===== src/rtl/pwm_dual_pkg.sv =====
package pwm_dual_pkg;

  typedef enum logic [1:0] {
    OM_COMP     = 2'b00,
    OM_REDUN    = 2'b01,
    OM_PUSHPULL = 2'b10,
    OM_INDEP    = 2'b11
  } out_mode_e;

  // Maps the two compare results onto the pins: returns {hi, lo}.
  function automatic logic [1:0] route_pins(input out_mode_e m, input logic cmp_a,
                                            input logic cmp_b, input logic alt);
    logic [1:0] r;
    unique case (m)
      OM_COMP:     r = {cmp_a, ~cmp_a};
      OM_REDUN:    r = {cmp_a, cmp_a};
      OM_PUSHPULL: r = {cmp_a & ~alt, cmp_a & alt};
      default:     r = {cmp_a, cmp_b};
    endcase
    return r;
  endfunction

endpackage


===== src/rtl/pwm_tbase.sv =====
module pwm_tbase #(
  parameter int W = 16
) (
  input  logic         clk,
  input  logic         rst_n,
  input  logic         run,
  input  logic         step,
  input  logic         center,
  input  logic [W-1:0] per_in,
  input  logic [W-1:0] duty_in,
  output logic         on_o,
  output logic         wrap_o
);

  localparam logic [W-1:0] ZERO = '0;
  localparam logic [W-1:0] ONE  = W'(1);

  logic [W-1:0] cnt_q, per_act_q, duty_act_q;
  logic         up_q;

  // Next-state arithmetic: returns {wrap, up_next, count_next}.
  function automatic logic [W+1:0] advance(input logic [W-1:0] c, input logic up,
                                           input logic [W-1:0] p, input logic ctr);
    if (!ctr) begin
      if (c >= p) return {1'b1, 1'b1, ZERO};
      return {1'b0, 1'b1, c + ONE};
    end
    if (up) begin
      if (c >= p) begin
        if (c <= ONE) return {1'b1, 1'b1, ZERO};
        return {1'b0, 1'b0, c - ONE};
      end
      return {1'b0, 1'b1, c + ONE};
    end
    if (c <= ONE) return {1'b1, 1'b1, ZERO};
    return {1'b0, 1'b0, c - ONE};
  endfunction

  logic [W+1:0] nxt;
  logic         adv_wrap;

  always_comb begin
    nxt      = advance(cnt_q, up_q, per_act_q, center);
    adv_wrap = nxt[W+1];
  end

  assign wrap_o = run & step & adv_wrap;
  assign on_o   = run & (cnt_q <= duty_act_q);

  always_ff @(posedge clk or negedge rst_n) begin
    if (!rst_n) begin
      cnt_q      <= '0;
      up_q       <= 1'b1;
      per_act_q  <= '0;
      duty_act_q <= '0;
    end else begin
      if (!run) begin
        cnt_q <= '0;
        up_q  <= 1'b1;
      end else if (step) begin
        cnt_q <= nxt[W-1:0];
        up_q  <= nxt[W];
      end
      if (!run || wrap_o) begin
        per_act_q  <= per_in;
        duty_act_q <= duty_in;
      end
    end
  end

  // top of an edge-aligned ramp returns to zero
  p_edge_wrap_r1: assert property (@(posedge clk) disable iff (!rst_n)
    run && step && !center && (cnt_q >= per_act_q) |=> cnt_q == '0);

  // the center-aligned peak turns the count downward
  p_center_turn_r4: assert property (@(posedge clk) disable iff (!rst_n)
    run && step && center && up_q && (cnt_q >= per_act_q) && (cnt_q > ONE)
    |=> !up_q && (cnt_q == $past(cnt_q) - ONE));

  // no step, no movement
  p_freeze_r10: assert property (@(posedge clk) disable iff (!rst_n)
    run && !step |=> $stable(cnt_q) && $stable(up_q));

  // disabled counter sits at zero
  p_idle_zero_r9: assert property (@(posedge clk) disable iff (!rst_n)
    !run |=> cnt_q == '0);

  // active copies only change at a wrap or while disabled
  p_shadow_hold_r8: assert property (@(posedge clk) disable iff (!rst_n)
    run && !wrap_o |=> $stable(per_act_q) && $stable(duty_act_q));

endmodule


===== src/rtl/pwm_outsel.sv =====
module pwm_outsel
  import pwm_dual_pkg::*;
(
  input  out_mode_e mode,
  input  logic      run,
  input  logic      cmp_a,
  input  logic      cmp_b,
  input  logic      alt,
  output logic      hi,
  output logic      lo
);

  logic [1:0] pins;

  always_comb begin
    pins = route_pins(mode, cmp_a, cmp_b, alt);
    hi   = run & pins[1];
    lo   = run & pins[0];
  end

endmodule


===== src/rtl/pwm_dual_gen.sv =====
module pwm_dual_gen
  import pwm_dual_pkg::*;
#(
  parameter int W = 16
) (
  input  logic         clk,
  input  logic         rst_n,
  input  logic         clk_en,
  input  logic         mod_en,
  input  logic [1:0]   out_mode,
  input  logic         itb_sel,
  input  logic         cam_req,
  input  logic [W-1:0] master_per,
  input  logic [W-1:0] phase_per,
  input  logic [W-1:0] sec_per,
  input  logic [W-1:0] duty_hi,
  input  logic [W-1:0] duty_lo,
  output logic         pwm_hi,
  output logic         pwm_lo
);

  out_mode_e    mode;
  logic         center_en, split_tb;
  logic [W-1:0] pri_per, lo_per;
  logic         pri_on, pri_wrap, sec_on, sec_wrap;
  logic         pp_alt_q;

  assign mode      = out_mode_e'(out_mode);
  assign center_en = cam_req & itb_sel;
  assign split_tb  = itb_sel & (mode == OM_INDEP);
  assign pri_per   = itb_sel ? phase_per : master_per;
  assign lo_per    = split_tb ? sec_per : pri_per;

  pwm_tbase #(.W(W)) u_pri (
    .clk     (clk),
    .rst_n   (rst_n),
    .run     (mod_en),
    .step    (clk_en),
    .center  (center_en),
    .per_in  (pri_per),
    .duty_in (duty_hi),
    .on_o    (pri_on),
    .wrap_o  (pri_wrap)
  );

  pwm_tbase #(.W(W)) u_sec (
    .clk     (clk),
    .rst_n   (rst_n),
    .run     (mod_en),
    .step    (clk_en),
    .center  (center_en),
    .per_in  (lo_per),
    .duty_in (duty_lo),
    .on_o    (sec_on),
    .wrap_o  (sec_wrap)
  );

  always_ff @(posedge clk or negedge rst_n) begin
    if (!rst_n)        pp_alt_q <= 1'b0;
    else if (!mod_en)  pp_alt_q <= 1'b0;
    else if (pri_wrap) pp_alt_q <= ~pp_alt_q;
  end

  pwm_outsel u_out (
    .mode  (mode),
    .run   (mod_en),
    .cmp_a (pri_on),
    .cmp_b (sec_on),
    .alt   (pp_alt_q),
    .hi    (pwm_hi),
    .lo    (pwm_lo)
  );

  // disabled generator drives both pins low
  p_off_low_r9: assert property (@(posedge clk) disable iff (!rst_n)
    !mod_en |-> !pwm_hi && !pwm_lo);

  // no wrap events from a stopped secondary counter
  p_sec_quiet_r9: assert property (@(posedge clk) disable iff (!rst_n)
    !mod_en |-> !sec_wrap && !pri_wrap);

  // complementary pins are always opposite
  p_comp_inv_r6: assert property (@(posedge clk) disable iff (!rst_n)
    mod_en && (out_mode == 2'b00) |-> pwm_lo != pwm_hi);

  // redundant pins always agree
  p_redun_eq_r6: assert property (@(posedge clk) disable iff (!rst_n)
    mod_en && (out_mode == 2'b01) |-> pwm_lo == pwm_hi);

  // push-pull never drives both pins
  p_pp_excl_r6: assert property (@(posedge clk) disable iff (!rst_n)
    (out_mode == 2'b10) |-> !(pwm_hi && pwm_lo));

endmodule


===== config.mk =====
export PLATFORM = sky130hd
export DESIGN_NAME = pwm_dual_gen
export DESIGN_NICKNAME = d
export VERILOG_FILES = /design/src/rtl/pwm_dual_pkg.sv /design/src/rtl/pwm_tbase.sv /design/src/rtl/pwm_outsel.sv /design/src/rtl/pwm_dual_gen.sv
export SDC_FILE = /design/constraint.sdc
export NUM_CORES = 1
export LEC_CHECK = 0
export BUFFER_PORTS_ARGS = -buffer_cell sky130_fd_sc_hd__buf_2
export CAP_MARGIN = 25
export CORE_ASPECT_RATIO = 2
export CORE_MARGIN = 10
export CORE_UTILIZATION = 35
export CTS_BUF_LIST = sky130_fd_sc_hd__clkbuf_8 sky130_fd_sc_hd__clkbuf_16
export CTS_CLUSTER_SIZE = 14
export DETAILED_ROUTE_END_ITERATION = 7
export GPL_ROUTABILITY_DRIVEN = 0
export SLEW_MARGIN = 20
export SYNTH_ARGS = -nofsm -noshare
export SYNTH_HDL_FRONTEND = slang
export SYNTH_SLANG_ARGS = --single-unit

===== constraint.sdc =====
create_clock -name clk -period 3.3 [get_ports clk]
set_input_delay 0.165 -clock clk [delete_from_list [all_inputs] [get_ports clk]]
set_output_delay 0.165 -clock clk [all_outputs]
set_load 0.03 [all_outputs]

# After elaboration in Yosys (flattened, before gate mapping)

Cells that the tools add are included.

Register bits after elaboration: 99
Output and inout bits: 2
Input bits: 88
Logic and storage cells: 102

Bitwise gates (word level): 13
Muxes and demuxes: 61
Reductions and logical operators: 4
Magnitude comparators: 6
Equal/unequal tests: 5
Add/sub/neg operators: 4

Operators with widths:

| kind                  | number |
|---|---|
| $mux 18               | 24 |
| $mux 16               | 6 |
| $add 16x1->16 const B | 2 |
| $ge 16x16->1          | 2 |
| $le 16x1->1 const B   | 2 |
| $le 16x16->1          | 2 |
| $sub 16x1->16 const B | 2 |
| $mux 1                | 30 |
| $and 1x1->1           | 11 |
| $pmux 2 s3            | 1 |
| $eq 2x2->1 const B    | 2 |
| $eq 2x1->1 const B    | 1 |
| $logic_not 2->1       | 1 |
| $logic_or 1x1->1      | 2 |
| $ne 2x1->1 const B    | 1 |
| $ne 2x2->1 const B    | 1 |
| $not 1->1             | 2 |
| $logic_not 1->1       | 1 |

# Logic depth before layout (Yosys ltp)

Word-level depth: 17
Gate-level depth with buffers: 12
Depth with buffers taken out: 9

# By module

From an unflattened synthesis, not the netlist that was laid out.

Cell total of the unflattened synthesis: 789
Area, all modules: 7375.8 um^2

By module, submodules not included:

| module            | sequential area each (um^2) | times used | area each (um^2) | cells each |
|---|---|---|---|---|
| pwm_tbase (u_sec) | 1227.4                      | 1          | 3467.1           | 349 |
| pwm_tbase (u_pri) | 1227.4                      | 1          | 3233.1           | 335 |
| pwm_dual_gen      | 25.0                        | 1          | 614.3            | 96 |
| pwm_outsel        | 0.0                         | 1          | 61.3             | 9 |

# Worst setup path before layout

Ideal clock, no wire load.

Path kind: register to register
Start: register u_sec.cnt_q[8]
End: register u_sec.duty_act_q[11]
Period minus slack after synthesis: 2.785 ns
Required time: 3.172 ns
Buffers on the path: 2
Stages on the path, launching flop included: 9
Arrival time: 2.657 ns
Setup time: 0.128 ns
Setup slack: 0.515 ns
Path through: dfrtp_1 > buf_2 > or4_4 > or4_4 > nor4_2 > o21ai_1 > o21ai_4 > buf_6 > mux2_1

Longest elaborated chain between the ends: 16
Elaborated cells on any way between the ends: 25
Classes of those cells: order compare (2); mux (21); bitwise (1); reduce/logical (1)

RTL lines:

| element                | RTL line                         | text |
|---|---|---|
| start, declared        | pwm_tbase.sv:18                  | `logic [W-1:0] cnt_q, per_act_q, duty_act_q;` |
| start signal, assigned | pwm_tbase.sv:61                  | `cnt_q <= nxt[W-1:0];` |
| $ge 16x16->1           | pwm_tbase.sv:25, pwm_tbase.sv:29 |  |
| $mux 1                 | pwm_tbase.sv:25, pwm_tbase.sv:29 |  |
| $mux 1                 | pwm_tbase.sv:24                  | `if (!ctr) begin` |
| $mux 18                | pwm_tbase.sv:26                  | `return {1'b0, 1'b1, c + ONE};` |
| $mux 18                | pwm_tbase.sv:24                  |  |
| $mux 18                | pwm_tbase.sv:30                  | `if (c <= ONE) return {1'b1, 1'b1, ZERO};` |
| $mux 18                | pwm_tbase.sv:31                  | `return {1'b0, 1'b0, c - ONE};` |
| $mux 18                | pwm_tbase.sv:29                  | `if (c >= p) begin` |
| $mux 18                | pwm_tbase.sv:33                  | `return {1'b0, 1'b1, c + ONE};` |
| $mux 18                | pwm_tbase.sv:28                  | `if (up) begin` |
| $mux 18                | pwm_tbase.sv:35                  | `if (c <= ONE) return {1'b1, 1'b1, ZERO};` |
| $mux 18                | pwm_tbase.sv:36                  | `return {1'b0, 1'b0, c - ONE};` |
| $mux 18                | pwm_tbase.sv:35                  |  |
| $mux 18 *              | pwm_tbase.sv:28                  |  |
| $and 1x1->1 *          | pwm_tbase.sv:47                  | `assign wrap_o = run & step & adv_wrap;` |
| $logic_or 1x1->1 *     | pwm_tbase.sv:64                  | `if (!run \|\| wrap_o) begin` |
| end signal, assigned   | pwm_tbase.sv:66                  | `duty_act_q <= duty_in;` |
| end, declared          | pwm_tbase.sv:18                  |  |

Mark *: on every way between the ends. The rest lies on a longest branch, timed or not. The select of a mux whose other input is x is not followed.
A chain may end at the register's enable or synchronous reset.

# Worst setup path after layout

Start: register u_pri.cnt_q[5]
End: output pwm_lo

Longest elaborated chain between the ends: 5
Elaborated cells on any way between the ends: 6
Classes of those cells: order compare (1); mux (1); bitwise (4)

RTL lines:

| element                                  | RTL line                               | text |
|---|---|---|
| start, declared                          | pwm_tbase.sv:18                        |  |
| start signal, assigned                   | pwm_tbase.sv:61                        |  |
| $le 16x16->1 *                           | pwm_tbase.sv:48                        | `assign on_o = run & (cnt_q <= duty_act_q);` |
| $and 1x1->1 *                            | pwm_tbase.sv:48                        |  |
| $and 1x1->1 or $not 1->1 (tied branches) | pwm_dual_pkg.sv:17, pwm_dual_pkg.sv:15 |  |
| $pmux 2 s3 *                             | pwm_dual_pkg.sv:14                     | `unique case (m)` |
| $and 1x1->1 *                            | pwm_outsel.sv:18                       | `lo = run & pins[0];` |
| end, declared                            | pwm_dual_gen.sv:19                     | `output logic pwm_lo` |

Mark *: on every way between the ends. The rest lies on a longest branch, timed or not.

==> flow_summary.ini <==
[sta]
fin_crit_sh = 0.951
whs_ns = 0.0134
setup_viol = 0
rsz0062_at_grt = false
period_needed_ns = 3.14
fin_skew_ns = 0.00951
hold_viol_final = 0
max_freq_mhz = 319
maxSlewHeadroom = 0.508
tightest_slew_ns = 0.738
slew_viol_final = 0

[power_and_ir_drop]
p_leak_nw = 4.22
powerDensity_mw_per_mm2 = 391
ir_worst_vdd_v = 0.000213

[worst_setup_path]
r2r_start = u_sec.cnt_q[11]$_DFFE_PN0P_
rr_worst_depth = 10
cp_max_fo = 9
cp_data_arrival_time_ns = 2.97
r2r_setup_slack_ns = 0.29
cp.required_ns = 3.13
path_class = reg2out
end_kind = output pin
reg2reg_to = u_sec.cnt_q[7]$_DFFE_PN0P_
start_kind = register

[logic_synthesis]
synth_top_area_frac = 0.344
synth_top_cell_by_area = dfrtp_1
ys_seq_area_frac = 0.352
ys_ff_latch = 99
synth_warnings = 0
synthFlopType = dfrtp_1
yosysUniqueCellTypes = 68
syn_avg_cell_area_um2 = 8.58
synth_cells = 821
synth_fp_nets = 979
synth.area.top_cells = dfrtp_1 (34%), ha_1 (12%), mux2i_1 (4.5%)
synth-edff-count = 0
synthesis.area_mm2 = 0.00705
async_flop_share = 1.00

[clocking]
cts_sinks = 99
cts_tree = built
cts.clk_slew.worst_paths_ns = 0.07
root_buffer = clkbuf_16
cts_buffers = 9
cts.htree.levels = 3
cts_buffer_depth = 2
clk_latency_ns = 0.36

[global_route]
use_met3 = 0.0199
grt_max_degree = 54
antenna_found_initial = 0
use_met2 = 0.333
met1_usage = 0.166
busiest_layer = met2
grt-ovfl-total = 0
grt_pass1_vias = 6897
grt_pass1_wl_um = 35700
track_usage = 0.171

[floorplan]
die_area_mm2 = 0.0266
die_h_um = 221
core_mm2 = 0.0198
initial_utilization = 0.356
ios = 90
fp-row-count = 73
die_w_um = 120

[placement]
io_buffers = 89
place_inst = 1176
hpwl_um = 17800

[finish]
fin_util = 0.422
nNetsFinal = 1085
layout.cells.non_filler = 1194
antenna_cells = 0
drive_above_1_share = 0.182
syn2layout_area_growth_pct = 18.6

[min_path]
hold_class = in2reg
hold_start = duty_hi[5]
whs_endpoint = u_pri.duty_act_q[5]$_DFFE_PN0P_
min_delay_path_depth = 3

[route]
route.detailed.drc = 0
vias = 6609
drt-total-wl_um = 22400
dr.first_iter.drc_count = 271
drt-vias-per-instance = 5.54
dr.pass1.iters = 4
ant_nets = 0
post_drt_wl_per_cell_um = 18.8

[run_status]
status = finished, final reports clean

[job]
cap_violations = 0
## cell type report
cell class	count	area (um2)
fillers	2044	11500
multi-input cells	611	4160
flip-flops and latches	99	2480
repair buffers	135	841
well taps	262	328
inverters	71	267
clock buffers	11	253
clock inverters	5	36.3
## metal layers
metal / wire, um / share of wire
met1: 7960 / 0.36
met2: 12300 / 0.55
met3: 803 / 0.036
met4: 1340 / 0.060
met5: 0 / 0
## critical path: stages, from the launching register on
cell and delay (ns):
dfrtp_1 0.48, ha_1 0.37, nand4_1 0.19, o221a_2 0.36, o221ai_1 0.18, o41ai_2 0.17, or3_1 0.35, a41oi_2 0.26
buf_2 0.25
## sequential cells by signal (all words and copies together), names as in the netlist
register / flops
u_sec.duty_act_q: 16
u_pri.cnt_q: 16
u_pri.up_q: 1
u_sec.cnt_q: 16
u_pri.per_act_q: 16
u_sec.up_q: 1
u_sec.per_act_q: 16
pp_alt_q: 1
u_pri.duty_act_q: 16
## cells in the mapped netlist, types with 7 or more instances
cell	number
dfrtp_1	97
nor2_1	77
inv_1	71
nand2_1	71
ha_1	70
a21oi_1	61
o21ai_0	51
nand3_1	45
clkbuf_1	33
mux2i_1	32
nor3_1	19
mux2_1	17
and3_1	14
nand4_1	14
a21o_1	10
a211oi_1	9
nand2b_1	8
or3_1	8
nor2b_1	7
## report_power, final
| group | internal [mW] | leakage, nW | switching, mW |
|---|---|---|---|
| combinational | 0.326 | 2.86 | 0.499 |
| clock | 0.555 | 0.140 | 0.495 |
| sequential | 1.32 | 1.22 | 0.0722 |
| total | 2.20 | 4.22 | 1.07 |
## cells by family after synthesis
kind of cell | count (synthesis) | share of synthesized area
XOR/XNOR | 1 | 0.00124
AO/OA/AOI/OAI | 204 | 0.190
flip-flops | 99 | 0.352
buffers and inverters | 111 | 0.0632
adder cells (fa/ha/maj) | 70 | 0.124
AND/OR/NAND/NOR | 285 | 0.194
multiplexers | 51 | 0.0758
## cells in the final DEF, fill, tap and decap left out, types with 19 or more instances in the layout
cell type | netlist | final
a21oi_1 | 61 | 61
buf_2 | 2 | 88
buf_4 | 1 | 43
dfrtp_1 | 97 | 97
ha_1 | 70 | 70
inv_1 | 71 | 72
mux2i_1 | 32 | 32
nand2_1 | 71 | 71
nand3_1 | 45 | 45
nor2_1 | 77 | 77
nor3_1 | 19 | 19
o21ai_0 | 51 | 51
## per-stage QoR
| stage | total power, mW | setup WS, ns | TNS (ns) | instance area (um2) |
|---|---|---|---|---|
| after detailed placement | 2.23 | 0.160 | 0 | 8030 |
| final | 3.27 | 0.163 | 0 | 8360 |
| after CTS | 3.29 | 0.0295 | 0 | 8330 |
| after global routing | 3.47 | 0.0200 | 0 | 8360 |
| after global placement | 2.22 | -0.0757 | -0.913 | 8000 |
| after floorplan | 1.92 | 0.515 | 0 | 7050 |
## worst max path at each step
stage | startpoint | slack, ns | cells past startpoint | endpoint
finish | u_pri.cnt_q[5]$_DFFE_PN0P_ | 0.16 | 8 | pwm_lo
detailed placement | u_sec.cnt_q[6]$_DFFE_PN0P_ | 0.16 | 10 | u_sec.duty_act_q[11]$_DFFE_PN0P_
floorplan | u_sec.cnt_q[8]$_DFFE_PN0P_ | 0.52 | 8 | u_sec.duty_act_q[11]$_DFFE_PN0P_
global route | u_pri.cnt_q[5]$_DFFE_PN0P_ | 0.02 | 7 | u_pri.cnt_q[2]$_DFFE_PN0P_
CTS | u_pri.cnt_q[5]$_DFFE_PN0P_ | 0.03 | 8 | pwm_lo
global placement | u_sec.cnt_q[10]$_DFFE_PN0P_ | -0.08 | 7 | u_sec.per_act_q[15]$_DFFE_PN0P_
## repair_timing
| item | CTS | global route |
|---|---|---|
| endpoints found under the hold margin | 50 | 0 |
| hold buffers | 1 | 0 |
| setup endpoints to repair | 0 | 14 |
| gates resized for setup | 0 | 3 |
| setup buffers | 0 | 1 |
Power figures use the tool's default switching activity.
